[config.mk]
export PLATFORM = sky130hd
export DESIGN_NAME = ccu_regbank
export DESIGN_NICKNAME = d
export VERILOG_FILES = /design/src/rtl/ccu_regbank_pkg.sv /design/src/rtl/ccu_rst_sync.sv /design/src/rtl/ccu_addr_decode.sv /design/src/rtl/ccu_reg_file.sv /design/src/rtl/ccu_read_port.sv /design/src/rtl/ccu_regbank.sv
export SDC_FILE = /design/constraint.sdc
export NUM_CORES = 1
export LEC_CHECK = 0
export ABC_AREA = 1
export BUFFER_PORTS_ARGS = -buffer_cell sky130_fd_sc_hd__buf_4
export CORE_ASPECT_RATIO = 1.5
export CORE_UTILIZATION = 34
export CTS_CLUSTER_SIZE = 14
export DETAILED_ROUTE_END_ITERATION = 10
export GPL_TIMING_DRIVEN = 1
export PLACE_DENSITY = 0.61
export SYNTH_ARGS = -nofsm -noshare
export SYNTH_HDL_FRONTEND = slang
export SYNTH_SLANG_ARGS = --single-unit
[constraint.sdc]
create_clock -name clk -period 8.4 [get_ports clk]
set_clock_uncertainty 0.15 [all_clocks]
set_input_delay 1.26 -clock clk [delete_from_list [all_inputs] [get_ports clk]]
set_output_delay 1.26 -clock clk [all_outputs]
set_load 0.05 [all_outputs]
[src/rtl/ccu_regbank_pkg.sv]
package ccu_regbank_pkg;

  localparam int WORD_W    = 32;
  localparam int WIN_AW    = 12;
  localparam int SLOT_CNT  = 27;

  // slot indices whose position is decoded by the clock logic
  localparam int SLOT_MODE     = 0;
  localparam int SLOT_DIV_MAIN = 1;
  localparam int SLOT_DIV_AUX  = 2;
  localparam int SLOT_PLL_CPU  = 4;
  localparam int SLOT_PLL_SER  = 6;
  localparam int SLOT_GATE0    = 8;
  localparam int SLOT_GATE1    = 9;
  localparam int SLOT_GATE2    = 10;

  localparam logic [WORD_W-1:0] MODE_LOCK_BIT = 32'h0400_0000;

  function automatic logic [WORD_W-1:0] slot_reset(input int i);
    case (i)
      0:             return 32'h074B_0B7D;
      1:             return 32'hFF87_0B48;
      2:             return 32'h49FC_FE7F;
      3:             return 32'h007F_0000;
      4:             return 32'h0400_1800;
      5:             return 32'h0405_1C03;
      6:             return 32'h0404_3001;
      7:             return 32'h0000_0280;
      8, 9, 10, 11:  return 32'hFFFF_FFFF;
      18:            return 32'h0000_4040;
      23:            return 32'h8020_9828;
      24:            return 32'h00AA_0000;
      25:            return 32'h0000_0285;
      default:       return '0;
    endcase
  endfunction

  function automatic logic [WORD_W-1:0] slot_wmask(input int i);
    case (i)
      SLOT_MODE:                          return 32'h3B6F_DFFF;
      SLOT_DIV_MAIN:                      return 32'hFF9F_3FFF;
      SLOT_PLL_CPU, SLOT_PLL_SER:         return 32'hBFFF_3FFF;
      SLOT_DIV_AUX, SLOT_GATE0,
      SLOT_GATE1, SLOT_GATE2:             return 32'hFFFF_FFFF;
      default:                            return '0;
    endcase
  endfunction

  function automatic logic [WORD_W-1:0] slot_force(input int i);
    return (i == SLOT_MODE) ? MODE_LOCK_BIT : '0;
  endfunction

endpackage

[src/rtl/ccu_rst_sync.sv]
module ccu_rst_sync (
  input  logic clk,
  input  logic rst_n,
  output logic rst_n_sync
);
  logic [1:0] stage_q;

  always_ff @(posedge clk or negedge rst_n) begin
    if (!rst_n) stage_q <= 2'b00;
    else        stage_q <= {stage_q[0], 1'b1};
  end

  assign rst_n_sync = stage_q[1];
endmodule

[src/rtl/ccu_addr_decode.sv]
module ccu_addr_decode #(
  parameter int ADDR_W   = ccu_regbank_pkg::WIN_AW,
  parameter int NUM_REGS = ccu_regbank_pkg::SLOT_CNT
) (
  input  logic [ADDR_W-1:0]   addr,
  input  logic                wr_en,
  input  logic                rd_en,
  output logic [NUM_REGS-1:0] rd_sel,
  output logic [NUM_REGS-1:0] wr_sel,
  output logic                bad_access
);
  localparam int IDX_W = ADDR_W - 2;

  logic [IDX_W-1:0]    idx;
  logic [NUM_REGS-1:0] hit;
  logic [NUM_REGS-1:0] writable;
  logic                unused_low;

  assign idx        = addr[ADDR_W-1:2];
  assign unused_low = ^addr[1:0];

  for (genvar i = 0; i < NUM_REGS; i++) begin : g_slot
    assign hit[i]      = (idx == IDX_W'(i));
    assign writable[i] = (ccu_regbank_pkg::slot_wmask(i) != '0);
  end

  logic hit_any;
  logic hit_wr;

  always_comb begin
    hit_any    = |hit;
    hit_wr     = |(hit & writable);
    rd_sel     = hit;
    wr_sel     = wr_en ? (hit & writable) : '0;
    bad_access = (wr_en & ~hit_wr) | (rd_en & ~hit_any);
  end
endmodule

[src/rtl/ccu_reg_file.sv]
module ccu_reg_file #(
  parameter int DATA_W   = ccu_regbank_pkg::WORD_W,
  parameter int NUM_REGS = ccu_regbank_pkg::SLOT_CNT
) (
  input  logic                            clk,
  input  logic                            rst_n,
  input  logic [NUM_REGS-1:0]             wr_sel,
  input  logic [DATA_W-1:0]               wdata,
  output logic [NUM_REGS-1:0][DATA_W-1:0] slots
);
  for (genvar i = 0; i < NUM_REGS; i++) begin : g_slot
    localparam logic [DATA_W-1:0] RST_V  = DATA_W'(ccu_regbank_pkg::slot_reset(i));
    localparam logic [DATA_W-1:0] MASK_V = DATA_W'(ccu_regbank_pkg::slot_wmask(i));
    localparam logic [DATA_W-1:0] SET_V  = DATA_W'(ccu_regbank_pkg::slot_force(i));

    if (MASK_V != '0) begin : g_rw
      logic [DATA_W-1:0] val_q;
      logic [DATA_W-1:0] val_d;
      logic              val_en;

      always_comb begin
        val_en = wr_sel[i];
        val_d  = (wdata & MASK_V) | SET_V;
      end

      always_ff @(posedge clk or negedge rst_n) begin
        if (!rst_n)      val_q <= RST_V;
        else if (val_en) val_q <= val_d;
      end

      assign slots[i] = val_q;
    end else begin : g_ro
      assign slots[i] = RST_V;
    end
  end
endmodule

[src/rtl/ccu_read_port.sv]
module ccu_read_port #(
  parameter int DATA_W   = ccu_regbank_pkg::WORD_W,
  parameter int NUM_REGS = ccu_regbank_pkg::SLOT_CNT
) (
  input  logic                            clk,
  input  logic                            rst_n,
  input  logic                            rd_en,
  input  logic [NUM_REGS-1:0]             rd_sel,
  input  logic [NUM_REGS-1:0][DATA_W-1:0] slots,
  input  logic                            bad_access,
  output logic [DATA_W-1:0]               rdata,
  output logic                            err
);
  logic [DATA_W-1:0] rdata_d;
  logic [DATA_W-1:0] rdata_q;
  logic              err_q;

  always_comb begin
    rdata_d = '0;
    for (int i = 0; i < NUM_REGS; i++) begin
      if (rd_sel[i]) rdata_d = rdata_d | slots[i];
    end
  end

  always_ff @(posedge clk or negedge rst_n) begin
    if (!rst_n)     rdata_q <= '0;
    else if (rd_en) rdata_q <= rdata_d;
  end

  always_ff @(posedge clk or negedge rst_n) begin
    if (!rst_n) err_q <= 1'b0;
    else        err_q <= bad_access;
  end

  assign rdata = rdata_q;
  assign err   = err_q;
endmodule

[src/rtl/ccu_regbank.sv]
module ccu_regbank #(
  parameter int DATA_W   = ccu_regbank_pkg::WORD_W,
  parameter int ADDR_W   = ccu_regbank_pkg::WIN_AW,
  parameter int NUM_REGS = ccu_regbank_pkg::SLOT_CNT
) (
  input  logic              clk,
  input  logic              rst_n,
  input  logic [ADDR_W-1:0] addr,
  input  logic              wr_en,
  input  logic              rd_en,
  input  logic [DATA_W-1:0] wdata,
  output logic [DATA_W-1:0] rdata,
  output logic              err
);
  logic                            rst_n_sync;
  logic [NUM_REGS-1:0]             rd_sel;
  logic [NUM_REGS-1:0]             wr_sel;
  logic                            bad_access;
  logic [NUM_REGS-1:0][DATA_W-1:0] slots;

  ccu_rst_sync u_rst (
    .clk        (clk),
    .rst_n      (rst_n),
    .rst_n_sync (rst_n_sync)
  );

  ccu_addr_decode #(.ADDR_W(ADDR_W), .NUM_REGS(NUM_REGS)) u_dec (
    .addr       (addr),
    .wr_en      (wr_en),
    .rd_en      (rd_en),
    .rd_sel     (rd_sel),
    .wr_sel     (wr_sel),
    .bad_access (bad_access)
  );

  ccu_reg_file #(.DATA_W(DATA_W), .NUM_REGS(NUM_REGS)) u_regs (
    .clk    (clk),
    .rst_n  (rst_n_sync),
    .wr_sel (wr_sel),
    .wdata  (wdata),
    .slots  (slots)
  );

  ccu_read_port #(.DATA_W(DATA_W), .NUM_REGS(NUM_REGS)) u_rd (
    .clk        (clk),
    .rst_n      (rst_n_sync),
    .rd_en      (rd_en),
    .rd_sel     (rd_sel),
    .slots      (slots),
    .bad_access (bad_access),
    .rdata      (rdata),
    .err        (err)
  );
endmodule

### Word-level counts from Yosys, hierarchy flattened

Cells that the tools add are included.

| operators by class | value |
|---|---|
| equality and inequality tests | 26 |
| reduce and logical (&&, ||, !) cells | 3 |
| muxes and demuxes | 17 |
| bitwise logic cells | 12 |

Operators with widths:

| cell | count |
|---|---|
| $mux 32 | 9 |
| $or 32x32->32 | 7 |
| $eq 10x5->1 const B | 11 |
| $eq 10x4->1 const B | 8 |
| $eq 10x3->1 const B | 4 |
| $mux 30 | 1 |
| $mux 27 | 1 |
| $reduce_or 27->1 | 1 |
| $mux 24 | 1 |
| $mux 23 | 1 |
| $eq 10x2->1 const B | 2 |
| $mux 10 | 2 |
| $mux 15 | 1 |
| $mux 11 | 1 |
| $eq 10x1->1 const B | 1 |
| $logic_not 10->1 | 1 |
| $reduce_or 8->1 | 1 |
| $and 1x1->1 | 2 |
| $not 1->1 | 2 |
| $or 1x1->1 | 1 |

| word-level totals | value |
|---|---|
| word-level logic and storage cells | 69 |
| output and inout port bits | 33 |
| bits in registers | 275 |
| input bits | 48 |

### Depth between registers and ports, before layout

Gate-level depths: netlist of the first run.

| depth | value |
|---|---|
| depth in word-level cells | 24 |
| mapped depth | 11 |
| depth with buffers taken out | 11 |

### Cells and area by module

Synthesis of the first run repeated with hierarchy kept, for this count alone.

| second synthesis, totals | value |
|---|---|
| cell total of the unflattened synthesis | 3606 |
| area, all modules | 22845.7 um^2 |

By module, submodules not included:

| module | times used | area an instance (um^2) | seq. area each (um^2) | cells an instance |
|---|---|---|---|---|
| ccu_reg_file | 1 | 14102.3 | 6204.7 | 1666 |
| ccu_read_port | 1 | 8109.0 | 825.8 | 1817 |
| ccu_addr_decode | 1 | 580.6 | 0.0 | 120 |
| ccu_rst_sync | 1 | 53.8 | 50.0 | 3 |

### Worst setup path after synthesis of the first run

OpenSTA, ideal clock, no wires.

| timing | value |
|---|---|
| path type | input -> register |
| start | input port addr[9] |
| end | register u_regs.g_slot[4].g_rw.val_q[10] |
| data required time | 8.120 ns |
| data arrival time | 2.269 ns |
| stages on the path | 10 |
| slack | 5.851 ns |
| path buffers | 2 |
| library setup time | 0.130 ns |
| cells stage by stage | nor2_4 nand2_8 inv_4 nand2_4 nor2_4 nand2_1 buf_4 buf_6 nand2_1 o21ai_1 |

| between the ends | value |
|---|---|
| longest elaborated chain between the ends | 2 |

Ends and longest elaborated chain:

| element | line | text |
|---|---|---|
| start: declaration | ccu_regbank.sv:8 | `input logic [ADDR_W-1:0] addr,` |
| $eq 10x3->1 | ccu_addr_decode.sv:23 | `assign hit[i] = (idx == IDX_W'(i));` |
| $mux 11 | ccu_addr_decode.sv:34 | `wr_sel = wr_en ? (hit & writable) : '0;` |
| end signal: assignment | ccu_reg_file.sv:28 | `else if (val_en) val_q <= val_d;` |
| end: declaration | ccu_reg_file.sv:17 | `logic [DATA_W-1:0] val_q;` |

No other way between the ends.
A chain may end at the register's enable or synchronous reset.

### Worst setup path after layout of the first run

| timing | value |
|---|---|
| start | input port addr[9] |
| end | register u_regs.g_slot[1].g_rw.val_q[0] |

| between the ends | value |
|---|---|
| longest elaborated chain between the ends | 2 |

Ends and longest elaborated chain:

| element | line |
|---|---|
| $eq 10x1->1 | ccu_addr_decode.sv:23 |
| $mux 11 | ccu_addr_decode.sv:34 |
| end signal: assignment | ccu_reg_file.sv:28 |
| end: declaration | ccu_reg_file.sv:17 |

No other way between the ends.

==> impl_metrics.ini, run 1 <==
[run_status]
status = finished clean

[timing]
relSlewSlack_pct = 24.9
fin_crit_sh_pct = 42.4
fin_tns_setup_ns = 0
hold_violations = 0
slew_violations = 0
tightestPinTransition_ns = 1.13
min_period_ns = 3.56
max_clock_freq_ghz = 0.281
setup_slack_ns = 4.84
setup_violations = 0
grt_setup_unrepaired = false

[setup_path]
endpoint_kind = register
r2r-end = u_regs.g_slot[2].g_rw.val_q[8]
rr_worst_depth = 2
ff2ff_setup_slack_ns = 5.77
startpoint = addr[9]
crit_end = u_regs.g_slot[1].g_rw.val_q[0]
worstSetupPathType = in -> reg
worst_ep_required_time_ns = 8.66
critPathLaunchType = primary input
rr_startpoint = u_rst.stage_q[1]
crit_fanout = 75
crit_arrival_ns = 3.82

[yosys]
ys_ff_latch = 275
synth.cell_area_mm2 = 0.0129
synth_top_area_share_pct = 32.4
syn-num-nets = 1595
synth.most_common_cell = nand2_1
synth_area_leaders = dfstp_2 (32%), dfrtp_1 (23%), nand2_1 (12%)
ys_seq_area_share_pct = 55.0
synth.avg_cell_area_um2 = 8.33
ys_warn_count = 0
ys_top_cells_by_count = nand2_1 (421), nand3_1 (240), o21ai_1 (177)
async_reset_ff_share_pct = 100
netlist_instances = 1547
synth_top_area_cell = dfstp_2
synthFlopType = dfstp_2
synth-edff-count = 0
yosys.cell_types.count = 27

[pwr]
cellPowerDensity_mw_per_mm2 = 194
ir_drop_uv = 128
p_leak_nw = 6.60

[finish]
final_layout_size_suffix_gt1_share_pct = 22.7
fin_nets = 1621
multi_input_area_mm2 = 0.00495
area_delta_synth_final_pct = 13.5
stdcell_area_mm2 = 0.0146
seqCellArea_mm2 = 0.00708
n_fill_cell = 3826
diodes = 0

[hold_path]
hold_class = reg -> async

[routing]
route.detailed.drc = 0
drtIter0Drc = 1000
vias = 10600
drtAntennaViolNets = 0
wl_mm = 36.8
detail_route.wl_per_cell_um = 17.7
dr.pass1.iters = 5
vias_per_cell = 5.07

[clock_tree]
clkTransAtPathRegs_ns = 0.07
cts_num_sinks = 275
cts_hold_buffers = 0
htree_levels = 1
cts_buffers = 26
cts_tree = done
postCtsSetupBuffers = 0
cts_root_buffer = clkbuf_16
clockBufferDepth = 3
clk_latency_ns = 0.55
post_cts_resized = 0

[floorplan]
num_rows = 87
io_pins = 81
die_area_mm2 = 0.0387
die_w_um = 161
initial_core_util_pct = 34.4
core_mm2 = 0.0374
die_y_um = 240

[global_routing]
grt_antenna_before_repair = 0
gr-usage-met2_pct = 32.0
grt_use_met3_pct = 2.33
grt_pass1_vias = 10200
grt_pass1_wl_mm = 58.3
grt_max_degree = 178
overflow = 0
met1_usage_pct = 25.5
track_usage_pct = 19.3
busiest_layer = met2

[placed_design]
io_buffers = 78
placed_cell_area_mm2 = 0.0137
dp_hpwl_mm = 21.0
gp_congestion = 0.760
post-place-ws_ns = 4.26

[flow_run]
max_cap_violations = 0
-- stage by stage --
| step | hold slack [ns] | utilization [%] | cells | power, W |
|---|---|---|---|---|
| final | 0.160 | 39.1 | 2082 | 0.00284 |
| after global routing | 0.213 | 39.1 | 2082 | 0.00294 |
| after CTS | 0.190 | 39.1 | 2082 | 0.00287 |
| after detailed placement | 0.184 | 36.6 | 2034 | 0.00161 |
| after global placement | 0.181 | 36.6 | 2034 | 0.00161 |
| after floorplan | 0.181 | - | 1547 | 0.00153 |
-- worst max-delay path, cell delays in order --
cell and delay (ns):
buf_4 0.12, nor2_4 0.16, nand2_8 0.13, nor2_4 0.09, buf_4 0.74, nand2_2 0.18
inv_2 0.14, nand2_2 0.38, buf_4 0.42, nand2_1 0.09, o21ai_0 0.08
-- state kept, by name, summed over array words and instances (netlist names) --
register                  flops
u_regs.g_slot.g_rw.val_q    240
u_rd.rdata                   32
u_rst.stage_q                 2
u_rd.err                      1
-- report_power, final --
group | internal (W) | total [W] | switching [W]
registers | 0.00136 | 0.00138 | 0.0000186
logic | 0.0000550 | 0.000201 | 0.000146
clock network | 0.000744 | 0.00126 | 0.000515
total | 0.00216 | 0.00284 | 0.000680
-- logic make-up (layout without fill, tap and decap cells) --
group,count (synthesis),in the layout,share of synthesized area (%)
other,1,1,0.0291
and+or+nand+nor,827,827,28.4
DFF,275,275,55.0
AOI/OAI and AO/OA,252,252,9.82
buffers and inverters,192,238,6.79
-- layout make-up --
cell class              count  share of cell area [%]
repair buffers             90                    4.70
multi-input cells        1080                    33.9
clock buffers              40                    5.43
clock inverters             8                   0.813
flip-flops and latches    275                    48.4
well taps                 489                    4.18
inverters                 100                    2.58
-- how the worst min path moves through the flow --
stage / startpoint / end / slack [ns] / cells past startpoint
after detailed placement: u_rst.stage_q[1] / u_rd.rdata[14] / 0.18 / 0
after CTS: u_rst.stage_q[1] / u_rd.rdata[14] / 0.19 / 0
final: u_rst.stage_q[1] / u_rd.rdata[17] / 0.16 / 0
after global placement: u_rst.stage_q[1] / u_rd.rdata[14] / 0.18 / 0
after floorplan: u_rst.stage_q[0] / u_rst.stage_q[1] / 0.18 / 0
after global routing: u_rst.stage_q[1] / u_rd.rdata[14] / 0.21 / 0
-- cell usage in the layout (no fill, tap or decap) --
cell type	n
nor2_4	12
dfrtp_4	1
inv_6	1
nand2_2	14
o21ai_1	177
dfrtp_1	115
o2111ai_1	1
nand2_4	3
nand3_1	240
dfstp_2	159
clkbuf_16	27
buf_4	89
clkbuf_1	6
o21ai_0	65
nor3_1	1
nor2_1	104
clkinv_2	4
nand2_8	1
nor2_2	2
or2_2	27
nand2_1	418
nor3_4	3
nand4_1	2
bufinv_16	3
inv_4	1
a21oi_1	9
clkbuf_8	7
inv_2	7
buf_12	1
inv_1	92
conb_1	1
-- metal layers --
| metal | up-vias | part of all wire, % |
|---|---|---|
| met4 | 0 | 3.3 |
| met2 | 306 | 48 |
| met5 | - | 0 |
| met3 | 66 | 5.2 |
| li1 | 5072 | - |
| met1 | 5106 | 43 |
No activity file was read; power rests on OpenSTA's default activity.
==> run 2, diff against run 1 <==
- ABC_AREA: 1 -> 0
- PLACE_DENSITY: 0.61 -> 0.6
- clock period: 8.4 -> 3.3 ns (I/O delays scaled with it)
==> impl_metrics.ini, run 2 <==
[run_status]
status = finished clean

[floorplan]
die_area_mm2 = 0.0385
core_mm2 = 0.0369
io_pins = 81
die_y_um = 240
initial_core_util_pct = 34.7
num_rows = 86
die_w_um = 161

[yosys]
async_reset_ff_share_pct = 100
synth_top_family_by_area = multiplexers
synth.cell_area_mm2 = 0.0128
synth-edff-count = 0
synth_mux_area_share_pct = 26.4
synth_xor_area_share_pct = 0
synth_area_leaders = dfstp_2 (33%), dfrtp_1 (23%), mux2_2 (17%)
ys_warn_count = 0
netlist_instances = 961
ys_seq_area_share_pct = 55.2
ys_top_cells_by_count = mux2_2 (191), dfstp_2 (159), dfrtp_1 (116)
synth_top_area_cell = dfstp_2
yosys.cell_types.count = 61
synth.avg_cell_area_um2 = 13.3
yosys.area_share.adder_pct = 0
synth_top_area_share_pct = 32.6
synthFlopType = dfstp_2
synth.most_common_cell = mux2_2
synthSimpleGateAreaFrac_pct = 5.62
ys_ff_latch = 275
syn-num-nets = 1009
synth-compound-area-share_pct = 10.1

[pwr]
swShare_pct = 23.6
p_int_w = 0.00568
power.combinational.fraction_pct = 7.8
power_w = 0.00744
seqPwrFrac_pct = 47.5
power_switching_w = 0.00176
p_leak_nw = 6.64
cellPowerDensity_mw_per_mm2 = 491
p_clk_share_pct = 44.7
ir_drop_uv = 328

[clock_tree]
post_cts_resized = 0
cts_tree = done
clk_latency_ns = 0.54
clkTransAtPathRegs_ns = 0.06
cts_root_buffer = clkbuf_16
postCtsSetupBuffers = 0
htree_levels = 1
clockBufferDepth = 3
cts_buffers = 26
cts_num_sinks = 275

[timing]
min_period_ns = 2.26
fin_crit_sh_pct = 68.6
tightestPinTransition_ns = 0.795
hold_violations = 0
slew_violations = 0
grt_setup_unrepaired = false
max_clock_freq_ghz = 0.442
fin_tns_setup_ns = 0
setup_slack_ns = 1.04
setup_violations = 0
relSlewSlack_pct = 46.3

[finish]
layout_commonest_cell = mux2_2
diodes = 0
final_layout_size_suffix_gt1_share_pct = 53.4
stdcell_area_mm2 = 0.0152
fin_nets = 1100
area_delta_synth_final_pct = 18.2
final_cell_mix = mux2_2 (191), dfstp_2 (159), buf_4 (122)
regMostFlops = u_regs.g_slot.g_rw.val_q
largest_register_ffs = 240
stdcell_count = 1556

[routing]
dr.pass1.iters = 5
drtAntennaViolNets = 0
wl_mm = 37.6
route.detailed.drc = 0
drtIter0Drc = 435
vias = 8587
detail_route.wl_per_cell_um = 24.2
vias_per_cell = 5.52

[global_routing]
track_usage_pct = 19.9
grt_max_degree = 95
grt_pass1_vias = 8997
grt_antenna_before_repair = 0
met1_usage_pct = 24.0
grt_pass1_wl_mm = 57.3
busiest_layer = met2
overflow = 0
gr-usage-met2_pct = 35.4
grt_use_met3_pct = 2.25

[placed_design]
dp_hpwl_mm = 24.5
post-place-ws_ns = 0.505
io_buffers = 78
placed_cell_area_mm2 = 0.0142
placed_cells = 1507
gp_congestion = 0.840

[setup_path]
endpoint_kind = register
crit_arrival_ns = 2.59
worstSetupPathType = in -> reg
crit_fanout = 9
worst_ep_required_time_ns = 3.62
critPathLaunchType = primary input

[hold_path]
hold_class = in -> reg

[flow_run]
max_cap_violations = 0
run 2: cell types whose count changed in the layout (fill, tap and decap cells not counted), sizes merged, moves of 12 or more:
cell / change
a21oi: +29
a22o: +12
a22oi: +32
buf: +39
inv: -98
mux2: +251
mux2i: +45
nand2: -405
nand3: -222
nor2: -65
o21ai: -218
o32ai: +12
or2: -26
run 2: final cells by class:
cell class	instances	area (um^2)
Fill cell	3433	21800
Sequential cell	275	7080
Multi-Input combinational cell	616	5430
Timing Repair Buffer	130	1070
Clock buffer	42	823
Tap cell	484	606
Clock inverter	6	133
Inverter	3	11.3
run 2: worst paths after layout:
kind	slack [ns]	depth (start not counted)	to	start
worst max-delay path	1.04	7	u_rd.rdata[20]	addr[6]
worst max register to register	1.63	4	u_rd.rdata[12]	u_regs.g_slot[9].g_rw.val_q[12]
worst min-delay path	0.06	2	u_regs.g_slot[2].g_rw.val_q[15]	wdata[15]
max in group asynchronous	1.93	1	u_regs.g_slot[10].g_rw.val_q[31]	u_rst.stage_q[1]
worst min register to register	0.17	0	u_regs.g_slot[0].g_rw.val_q[15]	u_rst.stage_q[1]
min in group asynchronous	0.12	2	u_rst.stage_q[1]	rst_n
run 2: what timing repair did:
item	in CTS	in global routing
setup endpoints to repair	0	0
endpoints found under the hold margin	2	0
hold buffers	1	0
run 2: cell families (layout without fill, tap and decap cells):
| kind of cell | after synthesis | after routing |
|---|---|---|
| muxes | 296 | 296 |
| DFF | 275 | 275 |
| AOI/OAI and AO/OA | 181 | 181 |
| other | 1 | 1 |
| and+or+nand+nor | 138 | 138 |
| buffers and inverters | 70 | 181 |
run 2: metal layers:
layer,share of wire [%],wire [um]
met2,51,19200
met4,3.9,1460
met1,41,15400
met3,3.9,1470
met5,0,0
run 2: power by group through the flow:
stage          registers [W]  clock network (W)  logic [W]
2_1_floorplan        0.00370                  0   0.000192
3_3_place_gp         0.00358                  0   0.000580
3_5_place_dp         0.00359                  0   0.000588
4_1_cts              0.00353            0.00338   0.000589
5_1_grt              0.00354            0.00352   0.000624
6_report             0.00353            0.00333   0.000583
run 2: stage by stage:
stage                     hold WS, ns  util, %
final                          0.0628     41.1
after global routing           0.0733     41.1
after CTS                      0.0527     41.1
after detailed placement        0.130     38.4
after global placement          0.128     38.4
after floorplan                0.0494        -
run 2: critical path: stages:
cell and delay (ns):
buf_4 0.15, or4_4 0.62, nor3_2 0.39, buf_4 0.23, nand2_1 0.18, o221ai_1 0.32
o22a_1 0.19
==> run 3, diff against run 2 <==
- ABC_AREA: 0 -> 1
- clock period: 3.3 -> 2.13 ns (I/O delays scaled with it)
==> impl_metrics.ini, run 3 (synthesis gave the netlist of run 1 again) <==
[placed_design]
dp_hpwl_mm = 24.0
placed_cells = 2092
io_buffers = 78
placed_cell_area_mm2 = 0.0144
post-place-ws_ns = 0.0222
gp_congestion = 0.850

[finish]
regMostFlops = u_regs.g_slot.g_rw.val_q
final_cell_mix = nand2_1 (418), nand3_1 (240), o21ai_1 (177)
diodes = 0
post-route-util_pct = 41.3
stdcell_area_mm2 = 0.0155
fin_nets = 1700
largest_register_ffs = 240
layout_commonest_cell = nand2_1
area_delta_synth_final_pct = 20.0
final_layout_size_suffix_gt1_share_pct = 24.8
stdcell_count = 2161

[setup_path]
path_delay_family = flip-flops
critPathMaxStageDelay_ns = 0.41
path_cells = buf_4
startpoint = u_rd.rdata[13]
crit_arrival_ns = 1.16
rr_startpoint = u_regs.g_slot[0].g_rw.val_q[21]
crit_buf_inv = 1
worst_ep_required_time_ns = 1.66
crit_slowest_cell = dfrtp_1
worstSetupPathType = reg -> out
critPathLaunchType = register
ff2ff_setup_slack_ns = 0.85
endpoint_kind = primary output
crit_fanout = 2

[routing]
vias_per_cell = 5.00
drtIter0Drc = 757
route.detailed.drc = 0
vias = 10800
drtAntennaViolNets = 0
detail_route.wl_per_cell_um = 17.2
dr.pass1.iters = 5
wl_mm = 37.2

[global_routing]
busiest_layer = met2
track_usage_pct = 19.7
overflow = 0
grt_pass1_wl_mm = 59.4
grt_use_met3_pct = 1.95
grt_max_degree = 62
gr-usage-met2_pct = 34.1
grt_antenna_before_repair = 0
grt_pass1_vias = 10700
met1_usage_pct = 25.2

[run_status]
status = finished clean

[timing]
setup_violations = 0
tightestPinTransition_ns = 0.655
fin_crit_sh_pct = 76.5
timing.hold.ws_ns = 0.00820
setup_slack_ns = 0.500
grt_setup_unrepaired = false
hold_violations = 0
relSlewSlack_pct = 56.3
max_clock_freq_ghz = 0.614
min_period_ns = 1.63
slew_violations = 0

[clock_tree]
postCtsSetupBuffers = 0
cts_tree = done
clockBufferDepth = 3
cts_buffers = 26
cts_root_buffer = clkbuf_16
cts_num_sinks = 275
htree_levels = 1
clk_latency_ns = 0.55
clkTransAtPathRegs_ns = 0.06

[pwr]
ir_drop_uv = 467
cellPowerDensity_mw_per_mm2 = 721
p_leak_nw = 7.03

[floorplan]
initial_core_util_pct = 34.4
io_pins = 81
core_mm2 = 0.0374
die_w_um = 161
die_y_um = 240
num_rows = 87
die_area_mm2 = 0.0387

[hold_path]
min_from = wdata[10]
hold_class = in -> reg

[flow_run]
max_cap_violations = 0
-- run 3: cell types whose count changed in the layout (fill, tap and decap cells not counted), sizes merged, moves of 12 or more --
| cell | before | now |
|---|---|---|
| nand2 | 31 | 436 |
| mux2 | 251 | 0 |
| nand3 | 18 | 240 |
| o21ai | 24 | 242 |
| inv | 3 | 100 |
| nor2 | 53 | 118 |
| mux2i | 45 | 0 |
| a22oi | 32 | 0 |
| a21oi | 38 | 9 |
| or2 | 1 | 27 |
| dlygate4sd3 | 1 | 21 |
| buf | 129 | 148 |
| a22o | 12 | 0 |
| o32ai | 12 | 0 |
-- run 3: what timing repair did --
| item | 4_1_cts | 5_1_grt |
|---|---|---|
| hold endpoints to repair | 87 | 0 |
| resized for setup | 0 | 0 |
| hold buffers | 21 | 0 |
-- run 3: power by group --
part           internal [W]  leakage [nW]  switching [W]
logic              0.000292          3.40       0.000594
clock network       0.00280         0.425        0.00200
registers           0.00538          3.20      0.0000699
total               0.00848          7.03        0.00267
-- run 3: worst register-to-register path, delay by kind of cell, from the launching register on --
| kind | cells | cell delay (ns) |
|---|---|---|
| and+or+nand+nor | 5 | 0.57 |
| DFF | 1 | 0.38 |
| buffers and inverters | 1 | 0.05 |
-- run 3: final cells by class --
cell class	instances	area, um^2
clock inverter	7	110
tap	489	612
multi-input combinational	1080	4940
fill	3802	22000
timing repair buffer	169	1570
clock buffer	41	758
sequential	275	7080
inverter	100	378
-- run 3: worst paths after layout --
path / to / cells after the start
setup / recovery: rdata[13] / 1
hold / removal: u_regs.g_slot[4].g_rw.val_q[10] / 3
setup reg to reg: u_rd.rdata[21] / 6
hold reg to reg: u_rd.rdata[14] / 0
max in group asynchronous: u_regs.g_slot[9].g_rw.val_q[27] / 2
min in group asynchronous: u_rd.rdata[14] / 0
-- run 3: through the flow --
stage / TNS (ns) / total power, W
after global routing: 0 / 0.0115
final: 0 / 0.0111
after floorplan: -93.17 / 0.00602
after global placement: 0 / 0.00639
after CTS: 0 / 0.0113
after detailed placement: 0 / 0.00640
-- run 3: per-layer routing --
layer,up-vias,share of wire (%)
met4,0,3.4
met2,285,49
met3,61,4.2
li1,5230,-
met5,-,0
met1,5239,43
